`src/rtl/cfg_smbus_pkg.sv`:
```
package cfg_smbus_pkg;

  typedef enum logic [3:0] {
    ST_IDLE, ST_ADDR, ST_OFFS, ST_CNT, ST_WDATA,
    ST_ACK, ST_TX, ST_HACK, ST_WAIT
  } tgt_state_e;

  localparam int unsigned MODE_IDX = 1;
  localparam int unsigned CNT_IDX  = 7;

  // Writable bits of each register.
  function automatic logic [7:0] reg_wmask(input int unsigned idx);
    case (idx)
      0, 2:    return 8'h28;
      1:       return 8'h3B;
      3:       return 8'h39;
      7:       return 8'h1F;
      default: return 8'h00;
    endcase
  endfunction

  // Value of the non-writable bits.
  function automatic logic [7:0] reg_fixed(input int unsigned idx);
    case (idx)
      1:       return 8'hC4;
      5:       return 8'h01;
      6:       return 8'h42;
      7:       return 8'h00;
      default: return 8'hFF;
    endcase
  endfunction

  function automatic logic [7:0] reg_rstval(input int unsigned idx);
    case (idx)
      0, 2:    return 8'h28;
      1:       return 8'h02;
      3:       return 8'h01;
      7:       return 8'h08;
      default: return 8'h00;
    endcase
  endfunction

endpackage

```
`src/rtl/smbus_line_sync.sv`:
```
module smbus_line_sync #(
  parameter int STAGES = 2
) (
  input  logic clk,
  input  logic rst_n,
  input  logic scl_i,
  input  logic sda_i,
  output logic sda,
  output logic scl_rise,
  output logic scl_fall,
  output logic start_det,
  output logic stop_det
);
  logic [STAGES-1:0] scl_pipe, sda_pipe;
  logic scl_prev, sda_prev, scl_q;

  always_ff @(posedge clk or negedge rst_n) begin
    if (!rst_n) begin
      scl_pipe <= '1;
      sda_pipe <= '1;
      scl_prev <= 1'b1;
      sda_prev <= 1'b1;
    end else begin
      scl_pipe <= {scl_pipe[STAGES-2:0], scl_i};
      sda_pipe <= {sda_pipe[STAGES-2:0], sda_i};
      scl_prev <= scl_pipe[STAGES-1];
      sda_prev <= sda_pipe[STAGES-1];
    end
  end

  assign scl_q     = scl_pipe[STAGES-1];
  assign sda       = sda_pipe[STAGES-1];
  assign scl_rise  = scl_q & ~scl_prev;
  assign scl_fall  = ~scl_q & scl_prev;
  assign start_det = scl_q & scl_prev & sda_prev & ~sda;
  assign stop_det  = scl_q & scl_prev & ~sda_prev & sda;

endmodule

```
`src/rtl/smbus_target_fsm.sv`:
```
module smbus_target_fsm
  import cfg_smbus_pkg::*;
#(
  parameter logic [6:0] TARGET_ADDR = 7'h6D
) (
  input  logic       clk,
  input  logic       rst_n,
  input  logic       sda,
  input  logic       scl_rise,
  input  logic       scl_fall,
  input  logic       start_det,
  input  logic       stop_det,
  input  logic [7:0] rd_data,
  input  logic [7:0] cnt_byte,
  output logic       sda_oe,
  output logic [7:0] ptr,
  output logic       wr_en,
  output logic [7:0] wr_data
);
  tgt_state_e st, st_n, ret, ret_n;
  logic [7:0] sh, sh_n, tx, tx_n, rem, rem_n, ptr_n;
  logic [3:0] bitc, bitc_n;
  logic       oe_n, hack, hack_n;

  always_comb begin
    st_n = st; ret_n = ret; sh_n = sh; tx_n = tx; rem_n = rem;
    ptr_n = ptr; bitc_n = bitc; oe_n = sda_oe; hack_n = hack;
    wr_en = 1'b0;
    if (start_det) begin
      st_n = ST_ADDR; bitc_n = 4'd0; oe_n = 1'b0;
    end else if (stop_det) begin
      st_n = ST_IDLE; bitc_n = 4'd0; oe_n = 1'b0;
    end else begin
      case (st)
        ST_ADDR, ST_OFFS, ST_CNT, ST_WDATA: begin
          if (scl_rise) begin
            sh_n   = {sh[6:0], sda};
            bitc_n = bitc + 4'd1;
          end else if (scl_fall && bitc == 4'd8) begin
            bitc_n = 4'd0;
            st_n   = ST_ACK;
            oe_n   = 1'b1;
            case (st)
              ST_ADDR: begin
                if (sh[7:1] != TARGET_ADDR) begin
                  st_n = ST_WAIT; oe_n = 1'b0;
                end else begin
                  ret_n = sh[0] ? ST_TX : ST_OFFS;
                end
              end
              ST_OFFS: begin ptr_n = sh; ret_n = ST_CNT; end
              ST_CNT:  begin rem_n = sh; ret_n = ST_WDATA; end
              default: begin
                ret_n = ST_WDATA;
                if (rem != 8'd0) begin
                  wr_en = 1'b1;
                  ptr_n = ptr + 8'd1;
                  rem_n = rem - 8'd1;
                end
              end
            endcase
          end
        end
        ST_ACK: begin
          if (scl_fall) begin
            st_n = ret;
            oe_n = 1'b0;
            if (ret == ST_TX) begin
              tx_n = cnt_byte;
              oe_n = ~cnt_byte[7];
            end
          end
        end
        ST_TX: begin
          if (scl_rise) begin
            bitc_n = bitc + 4'd1;
          end else if (scl_fall) begin
            if (bitc == 4'd8) begin
              bitc_n = 4'd0; oe_n = 1'b0; st_n = ST_HACK;
            end else begin
              tx_n = {tx[6:0], 1'b0};
              oe_n = ~tx[6];
            end
          end
        end
        ST_HACK: begin
          if (scl_rise) begin
            hack_n = ~sda;
          end else if (scl_fall) begin
            if (hack) begin
              st_n  = ST_TX;
              tx_n  = rd_data;
              oe_n  = ~rd_data[7];
              ptr_n = ptr + 8'd1;
            end else begin
              st_n = ST_WAIT;
            end
          end
        end
        default: ;
      endcase
    end
  end

  always_ff @(posedge clk or negedge rst_n) begin
    if (!rst_n) begin
      st <= ST_IDLE; ret <= ST_IDLE; sh <= '0; tx <= '0; rem <= '0;
      ptr <= '0; bitc <= '0; sda_oe <= 1'b0; hack <= 1'b0;
    end else begin
      st <= st_n; ret <= ret_n; sh <= sh_n; tx <= tx_n; rem <= rem_n;
      ptr <= ptr_n; bitc <= bitc_n; sda_oe <= oe_n; hack <= hack_n;
    end
  end

  assign wr_data = sh;

  assert_start_restarts_R11: assert property (@(posedge clk) disable iff (!rst_n)
    start_det |=> (st == ST_ADDR && !sda_oe));
  assert_release_when_parked_R12: assert property (@(posedge clk) disable iff (!rst_n)
    (st == ST_WAIT || st == ST_IDLE) |-> !sda_oe);
  assert_index_advance_R2: assert property (@(posedge clk) disable iff (!rst_n)
    wr_en |=> ptr == $past(ptr) + 8'd1);
  assert_no_write_past_count_R3: assert property (@(posedge clk) disable iff (!rst_n)
    (rem == 8'd0) |-> !wr_en);

endmodule

```
`src/rtl/cfg_reg_bank.sv`:
```
module cfg_reg_bank
  import cfg_smbus_pkg::*;
#(
  parameter int NREG = 8
) (
  input  logic            clk,
  input  logic            rst_n,
  input  logic            wr_en,
  input  logic [7:0]      idx,
  input  logic [7:0]      wr_data,
  input  logic [1:0]      mode_pins,
  output logic [7:0]      rd_data,
  output logic [7:0]      cnt_byte,
  output logic [3:0][7:0] ctl
);
  localparam int IW = $clog2(NREG);
  localparam logic [7:0] NREG_B = 8'(NREG);

  logic [NREG-1:0][7:0] store, view;
  logic [1:0] rb;
  logic       rb_done;

  always_ff @(posedge clk or negedge rst_n) begin
    if (!rst_n) begin
      for (int i = 0; i < NREG; i++) store[i] <= reg_rstval(i) & reg_wmask(i);
    end else if (wr_en) begin
      for (int i = 0; i < NREG; i++)
        if (idx == 8'(i)) store[i] <= wr_data & reg_wmask(i);
    end
  end

  always_ff @(posedge clk or negedge rst_n) begin
    if (!rst_n) begin
      rb <= 2'b00; rb_done <= 1'b0;
    end else if (!rb_done) begin
      rb <= mode_pins; rb_done <= 1'b1;
    end
  end

  always_comb begin
    for (int i = 0; i < NREG; i++)
      view[i] = (store[i] & reg_wmask(i)) | (reg_fixed(i) & ~reg_wmask(i));
    view[MODE_IDX][7:6] = rb;
  end

  assign rd_data  = (idx < NREG_B) ? view[idx[IW-1:0]] : 8'hFF;
  assign cnt_byte = view[CNT_IDX];

  generate
    for (genvar g = 0; g < 4; g++) begin : g_ctl
      assign ctl[g] = view[g];
    end
  endgenerate

  assert_count_write_R5: assert property (@(posedge clk) disable iff (!rst_n)
    (wr_en && idx == 8'(CNT_IDX)) |=> cnt_byte == {3'b000, $past(wr_data[4:0])});
  assert_strap_held_R9: assert property (@(posedge clk) disable iff (!rst_n)
    rb_done |=> $stable(rb));

endmodule

```
`src/rtl/cfg_smbus_target.sv`:
```
module cfg_smbus_target #(
  parameter int         SYNC_STAGES = 2,
  parameter int         NREG        = 8,
  parameter logic [6:0] TARGET_ADDR = 7'h6D
) (
  input  logic       clk,
  input  logic       rst_n,
  input  logic       scl_i,
  input  logic       sda_i,
  input  logic       hw_oe_i,
  input  logic [1:0] mode_pins_i,
  output logic       sda_oe_o,
  output logic [1:0] out_en_o,
  output logic [1:0] slew_fast_o,
  output logic       fb_slew_fast_o,
  output logic [1:0] amp_o,
  output logic [1:0] mode_o,
  output logic [1:0] freq_o
);
  logic [1:0] rst_pipe;
  logic       srst_n;
  logic       sda_s, scl_rise, scl_fall, start_det, stop_det;
  logic       wr_en;
  logic [7:0] ptr, wr_data, rd_data, cnt_byte;
  logic [3:0][7:0] ctl;

  always_ff @(posedge clk or negedge rst_n) begin
    if (!rst_n) rst_pipe <= 2'b00;
    else        rst_pipe <= {rst_pipe[0], 1'b1};
  end
  assign srst_n = rst_pipe[1];

  smbus_line_sync #(.STAGES(SYNC_STAGES)) i_sync (
    .clk(clk), .rst_n(srst_n), .scl_i(scl_i), .sda_i(sda_i), .sda(sda_s),
    .scl_rise(scl_rise), .scl_fall(scl_fall),
    .start_det(start_det), .stop_det(stop_det));

  smbus_target_fsm #(.TARGET_ADDR(TARGET_ADDR)) i_fsm (
    .clk(clk), .rst_n(srst_n), .sda(sda_s), .scl_rise(scl_rise),
    .scl_fall(scl_fall), .start_det(start_det), .stop_det(stop_det),
    .rd_data(rd_data), .cnt_byte(cnt_byte), .sda_oe(sda_oe_o), .ptr(ptr),
    .wr_en(wr_en), .wr_data(wr_data));

  cfg_reg_bank #(.NREG(NREG)) i_regs (
    .clk(clk), .rst_n(srst_n), .wr_en(wr_en), .idx(ptr), .wr_data(wr_data),
    .mode_pins(mode_pins_i), .rd_data(rd_data), .cnt_byte(cnt_byte), .ctl(ctl));

  assign out_en_o       = {hw_oe_i & ctl[0][5], hw_oe_i & ctl[0][3]};
  assign slew_fast_o    = {ctl[2][5], ctl[2][3]};
  assign fb_slew_fast_o = ctl[3][0];
  assign amp_o          = ctl[1][1:0];
  assign mode_o         = ctl[1][5] ? ctl[1][4:3] : ctl[1][7:6];
  assign freq_o         = ctl[3][5] ? ctl[3][4:3] : 2'b00;

  assert_pin_gates_outputs_R8: assert property (@(posedge clk) disable iff (!srst_n)
    !hw_oe_i |-> out_en_o == 2'b00);
  assert_mode_follows_strap_R9: assert property (@(posedge clk) disable iff (!srst_n)
    !ctl[1][5] |-> mode_o == ctl[1][7:6]);
  assert_freq_gated_R10: assert property (@(posedge clk) disable iff (!srst_n)
    !ctl[3][5] |-> freq_o == 2'b00);

endmodule

```
`config.mk`:
```
export PLATFORM = sky130hd
export DESIGN_NAME = cfg_smbus_target
export DESIGN_NICKNAME = d
export VERILOG_FILES = /design/src/rtl/cfg_smbus_pkg.sv /design/src/rtl/smbus_line_sync.sv /design/src/rtl/smbus_target_fsm.sv /design/src/rtl/cfg_reg_bank.sv /design/src/rtl/cfg_smbus_target.sv
export SDC_FILE = /design/constraint.sdc
export NUM_CORES = 1
export LEC_CHECK = 0
export ABC_CLOCK_PERIOD_IN_PS = 2800
export BUFFER_PORTS_ARGS = -buffer_cell sky130_fd_sc_hd__buf_4
export CORE_ASPECT_RATIO = 0.75
export CORE_MARGIN = 3
export CORE_UTILIZATION = 40
export DETAILED_ROUTE_END_ITERATION = 10
export SYNTH_ARGS = -nofsm -noshare
export SYNTH_HDL_FRONTEND = slang
export SYNTH_HIERARCHICAL = 1
export SYNTH_SLANG_ARGS = --single-unit
```
`constraint.sdc`:
```
create_clock -name clk -period 2.8 [get_ports clk]
set_input_delay 0.56 -clock clk [delete_from_list [all_inputs] [get_ports clk]]
set_output_delay 0.56 -clock clk [all_outputs]
set_load 0.05 [all_outputs]
```
==> flow_metrics.tcl, run 1 <==
set metrics [dict create \
    status "completed" \
    insertion_delay_ns 0.33 \
    num-nets-final 454 \
    critPathMaxFanout 5 \
    grt_use_total 0.174 \
    maxCapViolations 0 \
    tightest_slew_ns 0.674 \
    peakVddDrop_v 0.000320 \
    r2r-start "i_sync/scl_prev" \
    fp.dieArea_um2 12000 \
    worstSetupPathType "flop to flop" \
    cts_sinks 73 \
    syn-cell-area_um2 4290 \
    critical_path_arrival_ns 2.85 \
    cts_buffer_depth 2 \
    max_freq_mhz 381 \
    coreArea_um2 10400 \
    total_power_mw 2.67 \
    worst_clock_skew_ns 0.00876 \
    start_kind "flop" \
    cp_slowest_cell "dfstp_2" \
    crit_family "simple AND/OR/NAND/NOR gates" \
    drc 0 \
    syn_to_final_growth_pct 14.4 \
    rsz0062_at_grt "no" \
    power_density_nw_per_um2 544 \
    timing.final.crit_period_ns 2.63 \
    drtPass1Iterations 4 \
    finalSetupViolations 0 \
    wire_per_inst_um 16.8 \
    drtAntennaViolNets 0 \
    cts-root-buf "clkbuf_16" \
    numCtsBuffers 9 \
    layout-drive-gt1-share 0.271 \
    viasPerCell 5.64 \
    crit_path_end_kind "flop" \
    maxSlewViolCount 0 \
    overflow 0 \
    finalWeightedCongestion 0.877 \
    first_global_vias 3104 \
    hold_path.class "flop to async pin" \
    final_util 0.473 \
    hold_ws_ns 0.182 \
    regToRegEndpoint "i_regs/ctl[12]" \
    dr_total_vias 3290 \
    grt_max_degree 58 \
    regArea_um2 1840 \
    num_io_pins 19 \
    htree_levels 3 \
    tns_ns 0 \
    clkTransAtPathRegs_ns 0.06 \
    crit_path_max_incr_delay_ns 0.54 \
    grt_pass1_wl_um 16500 \
    p_leak_nw 2.24 \
    n_antenna_cell 0 \
    wl_um 9810 \
    rr_worst_depth 8 \
    syn_area_per_cell_um2 10.3 \
    period_share 0.939 \
    crit_path_frequent_cell "nor2b_1" \
    crit_required_ns 3.02 \
    antenna_found_initial 0 \
    worst-path-buf-inv 0 \
    timing_hold_violations_final 0 \
    dr.first_iter.drc_count 213 \
    slew_headroom 0.551 \
    cts_tree "done" \
    r2r_slack_ns 0.17 \
    path_cells "nor2b_1 > nor2b_1 > nand3b_1 > or3_1 > nor2_2 > nand2b_1 > or4_4 > mux2_4" \
    nFillCells 971 \
    startpoint "i_sync/scl_prev" \
    fp-row-count 32 \
    fp.dieW_um 126 \
    syn_inst 417 \
    multi_input_area_um2 2240 \
    die_height_um 95.7 \
    numPortBuffers 18 \
    yosysWarnings 6 \
    hpwl_um 7060 \
    start_util 0.414 \
]
[cell type report]
type	count	share of cell area
multi-input combinational	306	0.457
sequential	73	0.376
timing repair buffer	39	0.0627
clock buffer	9	0.0459
tap	136	0.0347
clock inverter	7	0.0143
inverter	13	0.00994
[flip-flops by register name, summed over array words and instances (netlist names), 3 cells and up]
signal	flops
i_fsm/rem	8
i_regs/cnt_byte	5
i_fsm/tx	7
i_regs/ctl	13
i_fsm/wr_data	8
i_fsm/ptr	8
i_fsm/st	4
i_fsm/ret	3
i_fsm/bitc	4
[through the flow]
step                      instance area, um^2  setup slack [ns]  cells
after global placement                   4590             0.194    566
final                                    4910             0.172    583
after floorplan                          4300           0.00218    419
after detailed placement                 4590             0.126    566
after global routing                     4910           0.00827    583
after CTS                                4900             0.110    583
[cell usage in the layout (no fill, tap or decap), types with 7 or more instances in the layout]
cell       instances
a21oi_1           23
buf_4             37
clkbuf_16          9
dfrtp_1           59
dfstp_2           13
inv_1             13
mux2_1             9
mux2_2            23
mux2_4             7
mux2i_1           16
nand2_1           27
nand3_1           18
nor2_1            19
nor2b_1            8
nor3_1            12
o21ai_0           21
[worst register-to-register path, stage by stage (launching register included)]
cell and delay [ns]:
dfstp_2 0.54, nor2b_1 0.16, nor2b_1 0.21, nand3b_1 0.14, or3_1 0.37, nor2_2 0.19
nand2b_1 0.10, or4_4 0.49, mux2_4 0.32
[worst max path at each step]
| stage | end | cells past startpoint |
|---|---|---|
| 2_1_floorplan | i_regs/ctl[11] | 11 |
| 3_3_place_gp | i_regs/ctl[5] | 9 |
| 3_5_place_dp | i_regs/ctl[11] | 8 |
| 4_1_cts | i_regs/ctl[12] | 8 |
| 5_1_grt | i_regs/ctl[12] | 8 |
| 6_report | i_regs/ctl[12] | 8 |
[where the power goes]
| part | switching [mW] | internal (mW) |
|---|---|---|
| Combinational | 0.135 | 0.121 |
| Sequential | 0.147 | 1.13 |
| Clock | 0.454 | 0.689 |
| Total | 0.736 | 1.94 |
[what timing repair did]
item / in CTS / in global routing
hold endpoints to repair: 2 / 0
setup endpoints to repair: 0 / 7
setup buffers: 0 / 0
gates resized for setup: 0 / 2
hold buffers: 1 / 0
[routing by layer]
| layer | wire, um | global-route usage | up-vias | share of wire |
|---|---|---|---|---|
| met1 | 5180 | 0.269 | 1635 | 0.53 |
| met4 | 125 | 0.0442 | 0 | 0.013 |
| met3 | 460 | 0.0437 | 13 | 0.047 |
| li1 | - | - | 1568 | - |
| met2 | 4050 | 0.237 | 74 | 0.41 |
| met5 | 0 | 0 | - | 0 |
Note: power is estimated with default switching activity, not from simulation.
==> run 2: changes to the inputs <==
ABC_CLOCK_PERIOD_IN_PS = 2960   (was 2800)
clock period = 2.96 ns   (was 2.8 ns; I/O delays follow)
==> run 2 against run 1 <==
Against the previous run:
- non-clock buffer count is 7 lower
- register-to-register slack gained 0.02 ns
- final cell count fell by 1.2%
- critical path type unchanged
- largest cell class unchanged
- highest routed layer unchanged
==> flow_metrics.tcl, run 2 (synthesis gave the netlist of run 1 again) <==
set metrics [dict create \
    status "completed" \
    num_io_pins 19 \
    final_area_um2 4860 \
    timing_hold_violations_final 0 \
    seq_power_share 0.467 \
    grt_max_degree 41 \
    power_frac_clock 0.441 \
    start_util 0.414 \
    crit_required_ns 3.18 \
    die_height_um 95.7 \
    fp-row-count 32 \
    final_cell_mix "59 x dfrtp_1, 31 x buf_4, 27 x nand2_1" \
    post_cts_buffers 0 \
    antenna_found_initial 0 \
    drc 0 \
    grt_use_total 0.176 \
    drtPass1Iterations 4 \
    r2r-start "i_sync/sda_pipe[1]" \
    overflow 0 \
    maxCapViolations 0 \
    numPortBuffers 18 \
    htree_levels 3 \
    rr_worst_depth 8 \
    slew_headroom 0.506 \
    numCtsBuffers 9 \
    p_leak_nw 2.22 \
    fp.dieW_um 126 \
    fp.dieArea_um2 12000 \
    layout_commonest_cell "dfrtp_1" \
    crit_path_end_kind "flop" \
    finalWeightedCongestion 0.917 \
    p_comb_frac 0.092 \
    dp_cells 560 \
    power_density_nw_per_um2 532 \
    finalSetupViolations 0 \
    dr.first_iter.drc_count 258 \
    hold_path.class "input pin to async pin" \
    r2r_slack_ns 0.19 \
    dr_total_vias 3269 \
    timing.final.crit_period_ns 2.77 \
    cts-root-buf "clkbuf_16" \
    largest_reg_flops 13 \
    critPathMaxFanout 7 \
    period_share 0.936 \
    worst_clock_skew_ns 0.00695 \
    layout-drive-gt1-share 0.257 \
    placed_area_um2 4550 \
    start_kind "flop" \
    maxSlewViolCount 0 \
    wire_per_inst_um 17.3 \
    wl_um 9980 \
    n_antenna_cell 0 \
    worstSetupPathType "flop to flop" \
    nFillCells 954 \
    critical_path_arrival_ns 2.99 \
    cts_sinks 73 \
    syn_to_final_growth_pct 13.4 \
    max_freq_mhz 361 \
    grt_pass1_wl_um 16700 \
    postCtsHoldBufs 0 \
    cts_resized 0 \
    first_global_vias 3121 \
    final_util 0.469 \
    cts_tree "done" \
    p_sw_frac 0.265 \
    viasPerCell 5.68 \
    tightest_slew_ns 0.741 \
    hpwl_um 7230 \
    drtAntennaViolNets 0 \
    coreArea_um2 10400 \
    power.switching_mw 0.686 \
    regToRegEndpoint "i_regs/ctl[8]" \
    tns_ns 0 \
    rsz0062_at_grt "no" \
    num-nets-final 447 \
    cts_buffer_depth 2 \
    stdcell_count 576 \
    insertion_delay_ns 0.34 \
    peakVddDrop_v 0.000446 \
    hold_ws_ns 0.0222 \
    clkTransAtPathRegs_ns 0.06 \
    intPower_mw 1.90 \
]
run 2: cell count changes in the layout (fill, tap and decap cells not counted):
cell           before  now
dlygate4sd3_1       1    0
nor4_1              2    3
clkinv_2            3    2
nor2_1             19   20
clkinv_4            1    0
clkinvlp_4          1    0
buf_4              37   31
nor2_2              2    1
nor4_2              1    0
clkbuf_8            0    3
run 2: layout make-up:
cell class	instances	area (um^2)	share of cell area
Inverter	13	48.8	0.0100
Multi-Input combinational cell	306	2230	0.459
Clock buffer	12	267	0.0548
Tap cell	136	170	0.0350
Sequential cell	73	1840	0.379
Clock inverter	4	48.8	0.0100
Timing Repair Buffer	32	253	0.0520
run 2: worst max-delay path by stage:
stage	from	end	slack, ns	depth (start not counted)
after floorplan	i_sync/sda_pipe[1]	i_regs/ctl[11]	0.16	11
after global placement	i_sync/sda_pipe[1]	i_regs/ctl[13]	0.29	8
after detailed placement	i_sync/sda_pipe[1]	i_regs/ctl[8]	0.23	8
after CTS	i_sync/sda_pipe[1]	i_regs/ctl[8]	0.20	8
after global routing	i_sync/sda_pipe[1]	i_regs/ctl[13]	0.04	8
final	i_sync/sda_pipe[1]	i_regs/ctl[8]	0.19	8
run 2: layer usage:
metal / track usage / wire (um) / vias to the layer above
met5: 0 / 0 / -
met2: 0.252 / 4340 / 68
met4: 0.0514 / 100 / 0
met1: 0.264 / 5100 / 1633
li1: - / - / 1559
met3: 0.0409 / 441 / 9
run 2: power groups by stage:
stage               clock (mW)  sequential (mW)  combinational, mW
finish                    1.14             1.21              0.238
global route              1.22             1.22              0.268
CTS                       1.17             1.21              0.240
detailed placement           0             1.23              0.238
global placement             0             1.22              0.232
floorplan                    0             1.16              0.181
run 2: through the flow:
step           power (mW)  setup slack, ns
2_1_floorplan        1.34            0.162
3_3_place_gp         1.45            0.292
3_5_place_dp         1.46            0.227
4_1_cts              2.62            0.197
5_1_grt              2.71           0.0391
6_report             2.59            0.191
run 2: worst max-delay path: stages (launching register included):
cell and delay (ns):
dfstp_2 0.55, and4b_1 0.29, nor2_4 0.14, nand3b_1 0.11, or3_1 0.36, nor2_1 0.25, nand2b_1 0.12, or4_4 0.50
mux2_4 0.32
